==> src/rtl/ecc_pkg.sv <==
package ecc_pkg;

    localparam int DATA_W   = 32;
    localparam int LANES    = DATA_W / 8;
    localparam int HAM_BITS = 6;
    localparam int CODE_W   = DATA_W + HAM_BITS + 1;

    typedef enum logic { ST_IDLE, ST_MERGE } ctrl_state_t;

    typedef struct packed {
        logic [DATA_W-1:0] data;
        logic              single;
        logic              dbl;
    } dec_result_t;

    // Bit 0 of the code word is overall parity; bits 1..CODE_W-1 are Hamming
    // positions, with check bits at powers of two and data everywhere else.
    function automatic logic [CODE_W-1:0] ecc_encode(input logic [DATA_W-1:0] d);
        logic [CODE_W-1:0] c;
        int k;
        c = '0;
        k = 0;
        for (int p = 1; p < CODE_W; p++) begin
            if ((p & (p - 1)) != 0) begin
                c[p] = d[k];
                k++;
            end
        end
        for (int j = 0; j < HAM_BITS; j++) begin
            logic x;
            x = 1'b0;
            for (int p = 1; p < CODE_W; p++) begin
                if (p[j]) x = x ^ c[p];
            end
            c[1 << j] = x;
        end
        c[0] = ^c[CODE_W-1:1];
        return c;
    endfunction

    function automatic dec_result_t ecc_decode(input logic [CODE_W-1:0] c);
        dec_result_t       r;
        logic [HAM_BITS-1:0] s;
        logic [CODE_W-1:0] fixed;
        logic              par;
        int                k;
        s = '0;
        for (int p = 1; p < CODE_W; p++) begin
            if (c[p]) s = s ^ p[HAM_BITS-1:0];
        end
        par      = ^c;
        fixed    = c;
        r.single = 1'b0;
        r.dbl    = 1'b0;
        if (par) begin
            if (int'(s) < CODE_W) begin
                fixed[s] = ~fixed[s];
                r.single = 1'b1;
            end else begin
                r.dbl = 1'b1;
            end
        end else if (s != '0) begin
            r.dbl = 1'b1;
        end
        k = 0;
        r.data = '0;
        for (int p = 1; p < CODE_W; p++) begin
            if ((p & (p - 1)) != 0) begin
                r.data[k] = fixed[p];
                k++;
            end
        end
        return r;
    endfunction

endpackage

==> src/rtl/secded_encoder.sv <==
module secded_encoder
    import ecc_pkg::*;
(
    input  logic [DATA_W-1:0] data_in,
    output logic [CODE_W-1:0] code_out
);
    always_comb code_out = ecc_encode(data_in);
endmodule

==> src/rtl/secded_decoder.sv <==
module secded_decoder
    import ecc_pkg::*;
(
    input  logic [CODE_W-1:0] code_in,
    output logic [DATA_W-1:0] data_out,
    output logic              err_single,
    output logic              err_double
);
    dec_result_t res;
    always_comb begin
        res        = ecc_decode(code_in);
        data_out   = res.data;
        err_single = res.single;
        err_double = res.dbl;
    end
endmodule

==> src/rtl/lane_merge.sv <==
module lane_merge
    import ecc_pkg::*;
(
    input  logic [DATA_W-1:0] old_data,
    input  logic [DATA_W-1:0] new_data,
    input  logic [LANES-1:0]  lane_en,
    output logic [DATA_W-1:0] merged
);
    for (genvar i = 0; i < LANES; i++) begin : g_lane
        assign merged[8*i +: 8] = lane_en[i] ? new_data[8*i +: 8] : old_data[8*i +: 8];
    end
endmodule

==> src/rtl/ecc_rmw_ctrl.sv <==
module ecc_rmw_ctrl
    import ecc_pkg::*;
#(
    parameter int AW = 8
) (
    input  logic              clk,
    input  logic              rst,
    input  logic              req_valid,
    output logic              req_ready,
    input  logic              req_write,
    input  logic [AW-1:0]     req_addr,
    input  logic [LANES-1:0]  req_wstrb,
    input  logic [DATA_W-1:0] req_wdata,
    output logic              rsp_valid,
    output logic              rsp_err,
    output logic              rsp_corrected,
    output logic [DATA_W-1:0] rsp_rdata,
    output logic              mem_en,
    output logic              mem_we,
    output logic [AW-1:0]     mem_addr,
    output logic [CODE_W-1:0] mem_wdata,
    input  logic [CODE_W-1:0] mem_rdata
);

    ctrl_state_t       state_q;
    logic              rd_pend_q;
    logic              wr_ack_q;
    logic [AW-1:0]     addr_q;
    logic [DATA_W-1:0] wdata_q;
    logic [LANES-1:0]  wstrb_q;

    logic              accept;
    logic              full_wr;
    logic              in_merge;
    logic [DATA_W-1:0] dec_data;
    logic              dec_single;
    logic              dec_double;
    logic [DATA_W-1:0] merged;
    logic [DATA_W-1:0] enc_src;
    logic [CODE_W-1:0] enc_code;

    assign in_merge  = (state_q == ST_MERGE);
    assign req_ready = (state_q == ST_IDLE);
    assign accept    = req_valid && req_ready;
    assign full_wr   = req_write && (&req_wstrb);

    secded_decoder u_dec (
        .code_in    (mem_rdata),
        .data_out   (dec_data),
        .err_single (dec_single),
        .err_double (dec_double)
    );

    lane_merge u_merge (
        .old_data (dec_data),
        .new_data (wdata_q),
        .lane_en  (wstrb_q),
        .merged   (merged)
    );

    assign enc_src = in_merge ? merged : req_wdata;

    secded_encoder u_enc (
        .data_in  (enc_src),
        .code_out (enc_code)
    );

    always_comb begin
        mem_en    = 1'b0;
        mem_we    = 1'b0;
        mem_addr  = req_addr;
        mem_wdata = enc_code;
        if (in_merge) begin
            mem_en   = !dec_double;
            mem_we   = !dec_double;
            mem_addr = addr_q;
        end else if (accept) begin
            mem_en = 1'b1;
            mem_we = full_wr;
        end
    end

    assign rsp_valid     = rd_pend_q || wr_ack_q || (in_merge && dec_double);
    assign rsp_err       = (rd_pend_q || in_merge) && dec_double;
    assign rsp_corrected = rd_pend_q && dec_single;
    assign rsp_rdata     = rd_pend_q ? dec_data : '0;

    always_ff @(posedge clk) begin
        if (rst) begin
            state_q   <= ST_IDLE;
            rd_pend_q <= 1'b0;
            wr_ack_q  <= 1'b0;
            addr_q    <= '0;
            wdata_q   <= '0;
            wstrb_q   <= '0;
        end else begin
            rd_pend_q <= accept && !req_write;
            wr_ack_q  <= (accept && full_wr) || (in_merge && !dec_double);
            if (in_merge) begin
                state_q <= ST_IDLE;
            end else if (accept && req_write && !full_wr) begin
                state_q <= ST_MERGE;
            end
            if (accept) begin
                addr_q  <= req_addr;
                wdata_q <= req_wdata;
                wstrb_q <= req_wstrb;
            end
        end
    end

endmodule

==> config.mk <==
export PLATFORM = sky130hd
export DESIGN_NAME = ecc_rmw_ctrl
export DESIGN_NICKNAME = d
export VERILOG_FILES = /design/src/rtl/ecc_pkg.sv /design/src/rtl/secded_encoder.sv /design/src/rtl/secded_decoder.sv /design/src/rtl/lane_merge.sv /design/src/rtl/ecc_rmw_ctrl.sv
export SDC_FILE = /design/constraint.sdc
export NUM_CORES = 1
export LEC_CHECK = 0
export BUFFER_PORTS_ARGS = -buffer_cell sky130_fd_sc_hd__buf_2
export CORE_ASPECT_RATIO = 0.5
export CORE_MARGIN = 2
export CORE_UTILIZATION = 49
export DETAILED_ROUTE_END_ITERATION = 10
export HOLD_SLACK_MARGIN = 0.03
export PLACE_DENSITY = 0.79
export SETUP_SLACK_MARGIN = 0.02
export SYNTH_ARGS = -nofsm -noshare
export SYNTH_HDL_FRONTEND = slang
export SYNTH_HIERARCHICAL = 1
export SYNTH_SLANG_ARGS = --single-unit
==> constraint.sdc <==
create_clock -name clk -period 4.94 [get_ports clk]
set_input_delay 0.494 -clock clk [delete_from_list [all_inputs] [get_ports clk]]
set_output_delay 0.494 -clock clk [all_outputs]
set_load 0.01 [all_outputs]
==> impl_metrics.toml <==
[outcome]
status = "finished, violations left"
violations = "setup timing"

[timing]
hold_viol_final = 0
skew_ns = 0.00839
setup_viol = 6
hold_ws_ns = 0.443
rsz0062_at_grt = "true"
worstMarginPinSlew_ns = 1.21
maxSlewViolCount = 0
maxSlewHeadroom_pct = 19.7
fmax_mhz = 181
setup_slack_ns = -0.576
period_needed_ns = 5.52
timing.final.crit_share_pct = 112

[power_and_ir_drop]
max-vdd-ir-drop_v = 0.000288
powerDensity_nw_per_um2 = 481
leakage_uw = 0.00385

[clocking]
cts_hold_buf = 0
clock_latency_ns = 0.29
cts.reportedPaths.clkPinSlew_ns = 0.06
cts_tree = "done"
ctsHtreeMaxLevel = 2
clockRootBuffer = "clkbuf_16"
cts_inserted_buffers = 5
cts_buffer_depth = 2
clkSinkCount = 47

[worst_setup_path]
path_class = "primary input to output port"
critPathCaptureType = "output port"
crit_fanout = 6
rr_worst_depth = 3
r2r_start = "in_merge"
start_kind = "primary input"
critical_path_arrival_ns = 5.02
r2r_end = "wdata_q[17]"
reg2reg_slack_ns = 2.54
critPathRequiredTime_ns = 4.45

[logic_synthesis]
async_flop_share_pct = 0
synth_compound_area_share_pct = 10.1
synth_top_area_share_pct = 16.3
synth_ff_type = "dfxtp_1"
syn_inst = 635
netlist_area_sq_um = 5770
netlist_top_cells_count = "nand2_1 (98), xnor2_1 (87), mux2_2 (60)"
ys_seq_area_share_pct = 16.3
synth_edf_count = 0
synth-seq-cells = 47
synth_area_leader_cell = "dfxtp_1"
synth_top_family_by_area = "XOR/XNOR gates"
synth.most_common_cell = "nand2_1"
synth_xor_area_share_pct = 24.8
syn-num-nets = 722
ys_types = 59
yosys_warnings = 6
syn-mean-instance-area_sq_um = 9.09
synth-simple-area-share_pct = 16.9
synthAdderAreaFrac_pct = 0
synthMuxAreaShare_pct = 22.6
synth.area.top_cells = "dfxtp_1 (16%), xnor2_1 (13%), mux2_2 (12%)"

[route]
drtPass1Iterations = 5
drt_first_iter_violations = 554
ant_nets = 0
drc = 0
routedWlPerCell_microns = 20.4
vias = 5850
routed_wl_mm = 21.5
via_per_inst = 5.56

[place]
dp_hpwl_mm = 14.4
port_buffers = 171
gp_congestion = 0.884

[grt]
grt_pass1_vias = 5644
antenna_found_initial = 0
grtUsageTotal_pct = 31.6
use_met2_pct = 55.1
gr-total-overflow = 0
grt_use_met3_pct = 3.68
grt_max_degree = 48
grt_pass1_wl_mm = 30.8
use_met1_pct = 41.5
top_usage_layer = "met2"

[worst_hold_path]
holdCritPathClass = "primary input to register"
hold_depth = 2
hold_path_end = "rd_pend_q"
hp-start = "req_write"

[finish]
nFillCells = 747
finish.utilization_pct = 74.3
area_delta_synth_final_pct = 44.8
insertedDiodeCount = 0
drive_gt1_share_pct = 62.3
fin_nets = 980
multi_input_area_sq_um = 4930
regArea_sq_um = 942

[die]
initial_utilization_pct = 51.3
die_x_microns = 158
row_count = 27
dieArea_sq_um = 12700
core_sq_um = 11200
io_pins = 172
die_y_microns = 80.8

[flow_run]
drv_cap = 0
[worst max-delay path, cell delays in order]
cell,delay [ns]
buf_2,0.14
xnor2_2,0.18
xnor3_1,0.37
xnor3_2,0.36
xor2_4,0.29
nand3_2,0.15
o2111ai_4,0.30
buf_6,0.15
nor2_4,0.03
mux2_4,0.33
mux2_4,0.29
mux2_4,0.29
buf_6,0.13
xor2_2,0.15
xnor2_1,0.21
xnor2_1,0.19
xnor3_2,0.43
xor3_1,0.37
buf_2,0.16
[worst max path at each step]
stage / start / endpoint / slack (ns) / cells after the start
after floorplan: mem_rdata[5] / mem_wdata[0] / -0.04 / 15
after global placement: mem_rdata[30] / mem_wdata[0] / -0.46 / 17
after detailed placement: mem_rdata[5] / mem_wdata[0] / -0.61 / 18
after CTS: mem_rdata[22] / mem_wdata[0] / -0.42 / 17
after global routing: mem_rdata[30] / mem_wdata[0] / -0.73 / 21
final: mem_rdata[13] / mem_wdata[0] / -0.58 / 19
[final cells by class]
class	instances	share of cell area [%]
multi-input combinational	513	59.0
clock inverter	1	0.0599
clock buffer	7	1.59
inverter	10	0.449
timing repair buffer	316	25.2
tap	159	2.38
sequential	47	11.3
[registers in the layout, indices dropped and copies added (netlist names)]
| signal | flops |
|---|---|
| addr_q | 8 |
| rd_pend_q | 1 |
| wdata_q | 32 |
| in_merge | 1 |
| wr_ack_q | 1 |
| wstrb_q | 4 |
[power breakdown]
part	total (uW)	switching (uW)	internal (uW)
Clock	338	150	188
Combinational	3250	1550	1700
Sequential	432	31.0	401
[cells in the final DEF, fill, tap and decap left out, types with 4 or more instances in the layout]
master / n
a21oi_1: 23
a21oi_2: 28
and2_1: 33
buf_12: 4
buf_2: 159
buf_4: 132
buf_6: 19
clkbuf_16: 5
dfxtp_1: 46
inv_1: 10
mux2_2: 49
mux2_4: 44
mux2i_1: 8
nand2_1: 97
nand2_2: 19
nor2_1: 18
nor2_2: 7
o21ai_0: 7
xnor2_1: 47
xnor2_2: 37
xnor2_4: 12
xnor3_1: 5
xnor3_2: 6
xor2_1: 13
xor2_2: 6
[logic make-up (layout without fill, tap and decap cells)]
kind of cell,after synthesis,after routing
AO/OA/AOI/OAI,77,77
XOR/XNOR,130,131
buffers and inverters,76,334
flip-flops,47,47
multiplexers,104,104
AND/OR/NAND/NOR,201,201
[stage by stage]
step	std cells	instance area (sq um)	setup WS, ns	total power (uW)	TNS, ns
CTS	1049	8130	-0.421	3800	-0.812
global route	1053	8360	-0.726	4220	-2.58
global placement	1025	7340	-0.463	3020	-1.21
detailed placement	1025	7340	-0.611	3050	-1.85
finish	1053	8360	-0.576	4020	-1.87
floorplan	635	5810	-0.0442	2060	-0.0442
[what timing repair did]
item                       4_1_cts  5_1_grt
gates cloned                     1        0
setup endpoints to repair        6        6
gates resized for setup         94       31
setup buffers                   20        4
pin swaps                       38       14
[layer usage]
layer / up-vias / part of all wire (%)
met2: 362 / 47
met4: 0 / 3.8
met3: 76 / 8.5
li1: 2608 / -
met1: 2804 / 40
met5: - / 0
Power figures use the tool's default switching activity.
